===== src/rtl/booth_mac_pkg.sv =====
package booth_mac_pkg;

  typedef struct packed {
    logic load;
    logic step;
    logic finish;
  } macCtl_t;

  typedef enum logic [2:0] {
    DIG_ZERO,
    DIG_POS1,
    DIG_POS2,
    DIG_NEG1,
    DIG_NEG2
  } boothDigit_t;

  function automatic boothDigit_t decodeDigit(input logic [2:0] trio);
    boothDigit_t d;
    case (trio)
      3'b001, 3'b010: d = DIG_POS1;
      3'b011:         d = DIG_POS2;
      3'b100:         d = DIG_NEG2;
      3'b101, 3'b110: d = DIG_NEG1;
      default:        d = DIG_ZERO;
    endcase
    return d;
  endfunction

endpackage


===== src/rtl/booth_mac_ctrl.sv =====
module booth_mac_ctrl
  import booth_mac_pkg::*;
#(
  parameter int STEPS = 16
) (
  input  logic    clk,
  input  logic    rstN,
  input  logic    startIn,
  input  logic    tailUniform,
  output macCtl_t ctl,
  output logic    doneOut
);
  localparam int CW = (STEPS > 1) ? $clog2(STEPS) : 1;

  typedef enum logic {ST_IDLE, ST_RUN} ctlState_t;

  ctlState_t      stateQ;
  logic [CW-1:0]  stepQ;
  logic           doneQ;

  always_comb begin
    ctl.load   = startIn && (stateQ == ST_IDLE);
    ctl.step   = (stateQ == ST_RUN);
    ctl.finish = ctl.step && ((stepQ == CW'(STEPS - 1)) || tailUniform);
  end

  always_ff @(posedge clk) begin
    if (!rstN) begin
      stateQ <= ST_IDLE;
      stepQ  <= '0;
      doneQ  <= 1'b0;
    end else begin
      doneQ <= ctl.finish;
      if (ctl.load) begin
        stateQ <= ST_RUN;
        stepQ  <= '0;
      end else if (ctl.step) begin
        stepQ <= stepQ + 1'b1;
        if (ctl.finish) stateQ <= ST_IDLE;
      end
    end
  end

  assign doneOut = doneQ;

  // the last permitted step always ends the run
  assert_run_bounded_R3: assert property (@(posedge clk) disable iff (!rstN)
    (stateQ == ST_RUN && stepQ == CW'(STEPS - 1)) |=> (stateQ == ST_IDLE));

  // done lasts one cycle when no new run is launched
  assert_done_pulse_R6: assert property (@(posedge clk) disable iff (!rstN)
    (doneQ && !startIn && stateQ == ST_IDLE) |=> !doneQ);

  // start while running just advances the step counter
  assert_busy_start_ignored_R7: assert property (@(posedge clk) disable iff (!rstN)
    (stateQ == ST_RUN && startIn && !ctl.finish) |=>
      (stateQ == ST_RUN && stepQ == $past(stepQ) + 1'b1));

endmodule


===== src/rtl/booth_mac_dpath.sv =====
module booth_mac_dpath
  import booth_mac_pkg::*;
#(
  parameter int W = 32
) (
  input  logic         clk,
  input  logic         rstN,
  input  macCtl_t      ctl,
  input  logic         accEnIn,
  input  logic [W-1:0] opAIn,
  input  logic [W-1:0] opBIn,
  input  logic [W-1:0] opCIn,
  output logic         tailUniform,
  output logic [W-1:0] resultOut,
  output logic         carryOut
);
  logic [W-1:0] mcandQ, mplQ, sumQ;
  logic         prevQ;
  boothDigit_t  digit;
  logic [W-1:0] addend, sumNext;
  logic         negate;

  always_comb begin
    digit  = decodeDigit({mplQ[1:0], prevQ});
    addend = '0;
    negate = 1'b0;
    case (digit)
      DIG_POS1: addend = mcandQ;
      DIG_POS2: addend = mcandQ << 1;
      DIG_NEG1: begin addend = ~mcandQ;        negate = 1'b1; end
      DIG_NEG2: begin addend = ~(mcandQ << 1); negate = 1'b1; end
      default:  addend = '0;
    endcase
    sumNext = sumQ + addend + W'(negate);
  end

  // remaining multiplier bits plus the carried bit are mplQ[W-1:1] after this step
  assign tailUniform = (&mplQ[W-1:1]) | ~(|mplQ[W-1:1]);

  always_ff @(posedge clk) begin
    if (!rstN) begin
      mcandQ <= '0;
      mplQ   <= '0;
      sumQ   <= '0;
      prevQ  <= 1'b0;
    end else if (ctl.load) begin
      mcandQ <= opAIn;
      mplQ   <= opBIn;
      prevQ  <= 1'b0;
      sumQ   <= accEnIn ? opCIn : '0;
    end else if (ctl.step) begin
      sumQ   <= sumNext;
      mcandQ <= mcandQ << 2;
      mplQ   <= {{2{mplQ[W-1]}}, mplQ[W-1:2]};
      prevQ  <= mplQ[1];
    end
  end

  assign resultOut = sumQ;
  assign carryOut  = prevQ;

  // partial sum starts from addend or zero
  assert_sum_load_R2: assert property (@(posedge clk) disable iff (!rstN)
    ctl.load |=> (sumQ == ($past(accEnIn) ? $past(opCIn) : '0)));

  // arithmetic shift keeps the multiplier sign
  assert_sign_keep_R9: assert property (@(posedge clk) disable iff (!rstN)
    ctl.step |=> (mplQ[W-1] == $past(mplQ[W-1])));

endmodule


===== src/rtl/booth_mac_unit.sv =====
module booth_mac_unit
  import booth_mac_pkg::*;
#(
  parameter int W = 32
) (
  input  logic         clk,
  input  logic         rstN,
  input  logic         startIn,
  input  logic         accEnIn,
  input  logic [W-1:0] opAIn,
  input  logic [W-1:0] opBIn,
  input  logic [W-1:0] opCIn,
  output logic [W-1:0] resultOut,
  output logic         doneOut,
  output logic         carryOut
);
  localparam int STEPS = W / 2;

  macCtl_t ctl;
  logic    tailUniform;

  booth_mac_ctrl #(.STEPS(STEPS)) ctrl_i (
    .clk(clk), .rstN(rstN), .startIn(startIn), .tailUniform(tailUniform),
    .ctl(ctl), .doneOut(doneOut)
  );

  booth_mac_dpath #(.W(W)) dpath_i (
    .clk(clk), .rstN(rstN), .ctl(ctl), .accEnIn(accEnIn),
    .opAIn(opAIn), .opBIn(opBIn), .opCIn(opCIn),
    .tailUniform(tailUniform), .resultOut(resultOut), .carryOut(carryOut)
  );

endmodule


===== config.mk =====
export PLATFORM = sky130hd
export DESIGN_NAME = booth_mac_unit
export DESIGN_NICKNAME = d
export VERILOG_FILES = /design/src/rtl/booth_mac_pkg.sv /design/src/rtl/booth_mac_ctrl.sv /design/src/rtl/booth_mac_dpath.sv /design/src/rtl/booth_mac_unit.sv
export SDC_FILE = /design/constraint.sdc
export NUM_CORES = 1
export LEC_CHECK = 0
export BUFFER_PORTS_ARGS = -buffer_cell sky130_fd_sc_hd__buf_2
export CAP_MARGIN = 10
export CORE_MARGIN = 10
export CORE_UTILIZATION = 40
export DETAILED_ROUTE_END_ITERATION = 10
export PLACE_DENSITY = 0.67
export RECOVER_POWER = 50
export SYNTH_ARGS = -nofsm -noshare
export SYNTH_HDL_FRONTEND = slang
export SYNTH_SLANG_ARGS = --single-unit

===== constraint.sdc =====
create_clock -name clk -period 4.8 [get_ports clk]
set_clock_uncertainty 0.15 [all_clocks]
set_input_delay 0 -clock clk [delete_from_list [all_inputs] [get_ports clk]]
set_output_delay 0 -clock clk [all_outputs]
set_load 0.1 [all_outputs]

==> out/qor.txt <==
Synthesized area divided by synthesized cell count - 7.77 sq um
Setup repair after global routing missed its margin - false
Global-route wire length before repair - 38,800 um
Clock Path Buffers - 2
Worst Hold Margin - 11.2 ps
Share of layout cells above drive strength 1 - 12.5%
Maximum fanout count along the critical path - 31
Start of the worst register-to-register path - dpath_i.mplQ[1]
Clock network latency to the later pin of the worst-skew pair - 370 ps
Min-Delay Path Class - in2reg
Total leakage power - 4.00 nW
Iteration-0 DRC count of the detailed router - 527
Starting density of the core - 40.5%
Beginning of the critical path - dpath_i.mplQ[1]
Kind of end point of the critical path - flop
Layout area overhead - 26.1%
Overall track demand over capacity in global routing - 19.7%
Worst slew margin - -9.86%
Summed negative setup slack over all endpoints - 0 ps
Number of max-cap violations - 1
Layout net count - 1,239
EDFF count, synth - 0
Routability cong. - 0.912
Worst endpoint data arrival time - 4580 ps
Total count of hold-check failures in the final report - 0
First-pass iteration count of the detailed router - 5
Overall power consumption - 2.52 mW
Total CTS buffers - 9
TritonCTS clock tree - yes
Max-slew violation count - 76
Syn_nets - 1,066
Total Routed Length - 24,600 um
Clk slew on worst S/H paths - 80 ps
Nature of the critical path startpoint - flop
Pin count of the biggest net entering global routing - 100
Worst path required time - 4910 ps
Via-per-instance ratio - 5.61
Number of design rule violations left after detail routing - 0
Proportion of synthesized chip area in sequential cells - 28.4%
Cells after Synth - 933
Peak supply drop - 0.217 mV
Synth cell count leaders - sky130_fd_sc_hd__nor2_1, sky130_fd_sc_hd__a21oi_1, sky130_fd_sc_hd__dfxtp_1, sky130_fd_sc_hd__mux2i_1, sky130_fd_sc_hd__o21ai_0
Status - complete, but fails checks
Floorplan core area - 17,900 sq um
Final cycle utilization of the critical path - 93.2%
DR WL/cell - 18.3 um
Number of antenna violations at the first check in global routing - 3
Predominant post-synthesis flop cell - sky130_fd_sc_hd__dfxtp_1
Largest area contributor in the synthesized netlist - sky130_fd_sc_hd__dfxtp_1
Die footprint - 23,900 sq um
Number of warnings issued by yosys - 0
Number of fill cells - 1,762
Input/output buffers - 133
Register bit count reported by yosys - 103
Vertical die dimension - 155 um
Root Buffer Master - sky130_fd_sc_hd__clkbuf_16
Dominant cells by area after synthesis - sky130_fd_sc_hd__dfxtp_1, sky130_fd_sc_hd__mux2i_1, sky130_fd_sc_hd__nor2_1
FMAX - 223 MHz
Total setup buffers inserted after CTS - 0
WS Path Type - reg2reg
Min-delay src - opCIn[9]
Violations in the final reports - max-capacitance violations, max-slew violations
Post-DP HPWL - 17,300 um
Pin slew with the least headroom to its limit - 1650 ps
Combined area of all synthesized cells - 7250 sq um
Most common cell in the netlist - sky130_fd_sc_hd__nor2_1
Final cell count without fillers - 1,343
Number of placed I/O pins - 134
Total number of vias - 7,535
Placed insts - 1,228
Power Dens Cells - 276 nW/um^2
Die extent in x - 155 um
Number of nets with antenna violations after detailed routing - 0
Portion of synthesized cell area occupied by the leading cell type - 28.4%
Final min period - 4470 ps
Share of flip-flops with an asynchronous set or reset after synthesis - 0%
Number of different library cells in the post-synthesis netlist - 75
Final Setup Violations - 0
Maximum level of the CTS H-tree - 3
Number of global-route vias before repair - 7,179
Total number of clock tree sinks - 103
Remaining Overflow, GRT - 0
Floorplan row count - 49
-- logic make-up (layout without fill, tap and decap cells) --
logic type / after synthesis / in the layout / synth area share [%]
buffers and inverters: 86 / 264 / 5.33
other: 0 / 3 / 0
xor gates and xnor gates: 54 / 54 / 6.52
muxes: 66 / 66 / 9.11
and+or+nand+nor: 295 / 295 / 18.7
DFF: 103 / 103 / 28.4
AOI/OAI and AO/OA: 296 / 296 / 26.0
adders and majority gates: 33 / 33 / 5.90
-- layout make-up --
cell class / instances / area [sq um] / share of cell area (%)
diodes: 3 / 7.51 / 0.0821
clock buffers: 10 / 229 / 2.50
clock inverters: 6 / 62.6 / 0.684
inverters: 12 / 45.0 / 0.492
multi-input cells: 744 / 4810 / 52.6
flip-flops and latches: 103 / 2070 / 22.6
well taps: 229 / 287 / 3.13
repair buffers: 236 / 1640 / 17.9
-- critical path, stage by stage, from the launching register on --
cell	delay, ps
sky130_fd_sc_hd__dfxtp_2	620
sky130_fd_sc_hd__or3b_2	740
sky130_fd_sc_hd__o21ai_0	350
sky130_fd_sc_hd__ha_1	350
sky130_fd_sc_hd__a21oi_1	240
sky130_fd_sc_hd__o21ai_0	170
sky130_fd_sc_hd__inv_1	130
sky130_fd_sc_hd__o21ai_0	120
sky130_fd_sc_hd__a2111oi_1	470
sky130_fd_sc_hd__a21oi_1	120
sky130_fd_sc_hd__o311a_1	350
sky130_fd_sc_hd__dlygate4sd3_1	550
-- sequential cells by signal (all words and copies together), names as in the netlist --
name               count
dpath_i.mcandQ        32
dpath_i.mplQ          32
dpath_i.resultOut     32
ctrl_i.stepQ           4
ctrl_i.doneOut         1
ctrl_i.stateQ          1
dpath_i.carryOut       1
-- power by group --
part | switching [mW] | internal (mW) | leakage [nW]
clock | 0.381 | 0.368 | 0.143
sequential | 0.0851 | 0.913 | 0.846
combinational | 0.500 | 0.277 | 3.02
total | 0.966 | 1.56 | 4.00
-- cell usage in the layout (no fill, tap or decap), types with 12 or more instances in the layout --
master                          Yosys  final
sky130_fd_sc_hd__ha_1              31     31
sky130_fd_sc_hd__a21oi_1          109    109
sky130_fd_sc_hd__o21ai_0           52     52
sky130_fd_sc_hd__buf_2             15     97
sky130_fd_sc_hd__clkbuf_1          43     36
sky130_fd_sc_hd__dlygate4sd3_1      0     96
sky130_fd_sc_hd__nand2_1           34     34
sky130_fd_sc_hd__nand4_1           19     19
sky130_fd_sc_hd__a21o_1            12     12
sky130_fd_sc_hd__dfxtp_1          103    101
sky130_fd_sc_hd__nand3_1           18     18
sky130_fd_sc_hd__and3_1            13     13
sky130_fd_sc_hd__inv_1             11     12
sky130_fd_sc_hd__mux2i_1           66     66
sky130_fd_sc_hd__a22oi_1           46     46
sky130_fd_sc_hd__nor2_1           161    160
sky130_fd_sc_hd__xnor2_1           14     14
sky130_fd_sc_hd__xor2_1            40     39
-- final timing paths --
kind | to | slack [ps] | cells past startpoint
min | dpath_i.resultOut[9] | 10 | 5
max reg2reg | dpath_i.resultOut[31] | 330 | 11
min reg2reg | ctrl_i.stepQ[0] | 370 | 2
max | dpath_i.resultOut[31] | 330 | 11
-- metrics by stage --
stage	util [%]	setup WS (ps)	instance area, sq um
finish	51.1	326	9150
global route	51.1	59.2	9150
CTS	51.3	215	9190
detailed placement	44.3	680	7930
global placement	44.3	719	7930
floorplan	-	995	7250
-- per-layer routing --
metal  wire length [um]  up-vias  GRT usage [%]
li1                   -     3756              -
met1              11200     3491           25.8
met2              11200      251           31.3
met3               1770       37           5.32
met4                493        0           5.35
met5                  0        -              0
-- repair_timing --
action	4_1_cts	5_1_grt
endpoints found under the hold margin	91	0
hold buffers	96	0
setup endpoints to repair	0	1
resized for setup	0	1
No activity file was read; power rests on OpenSTA's default activity.
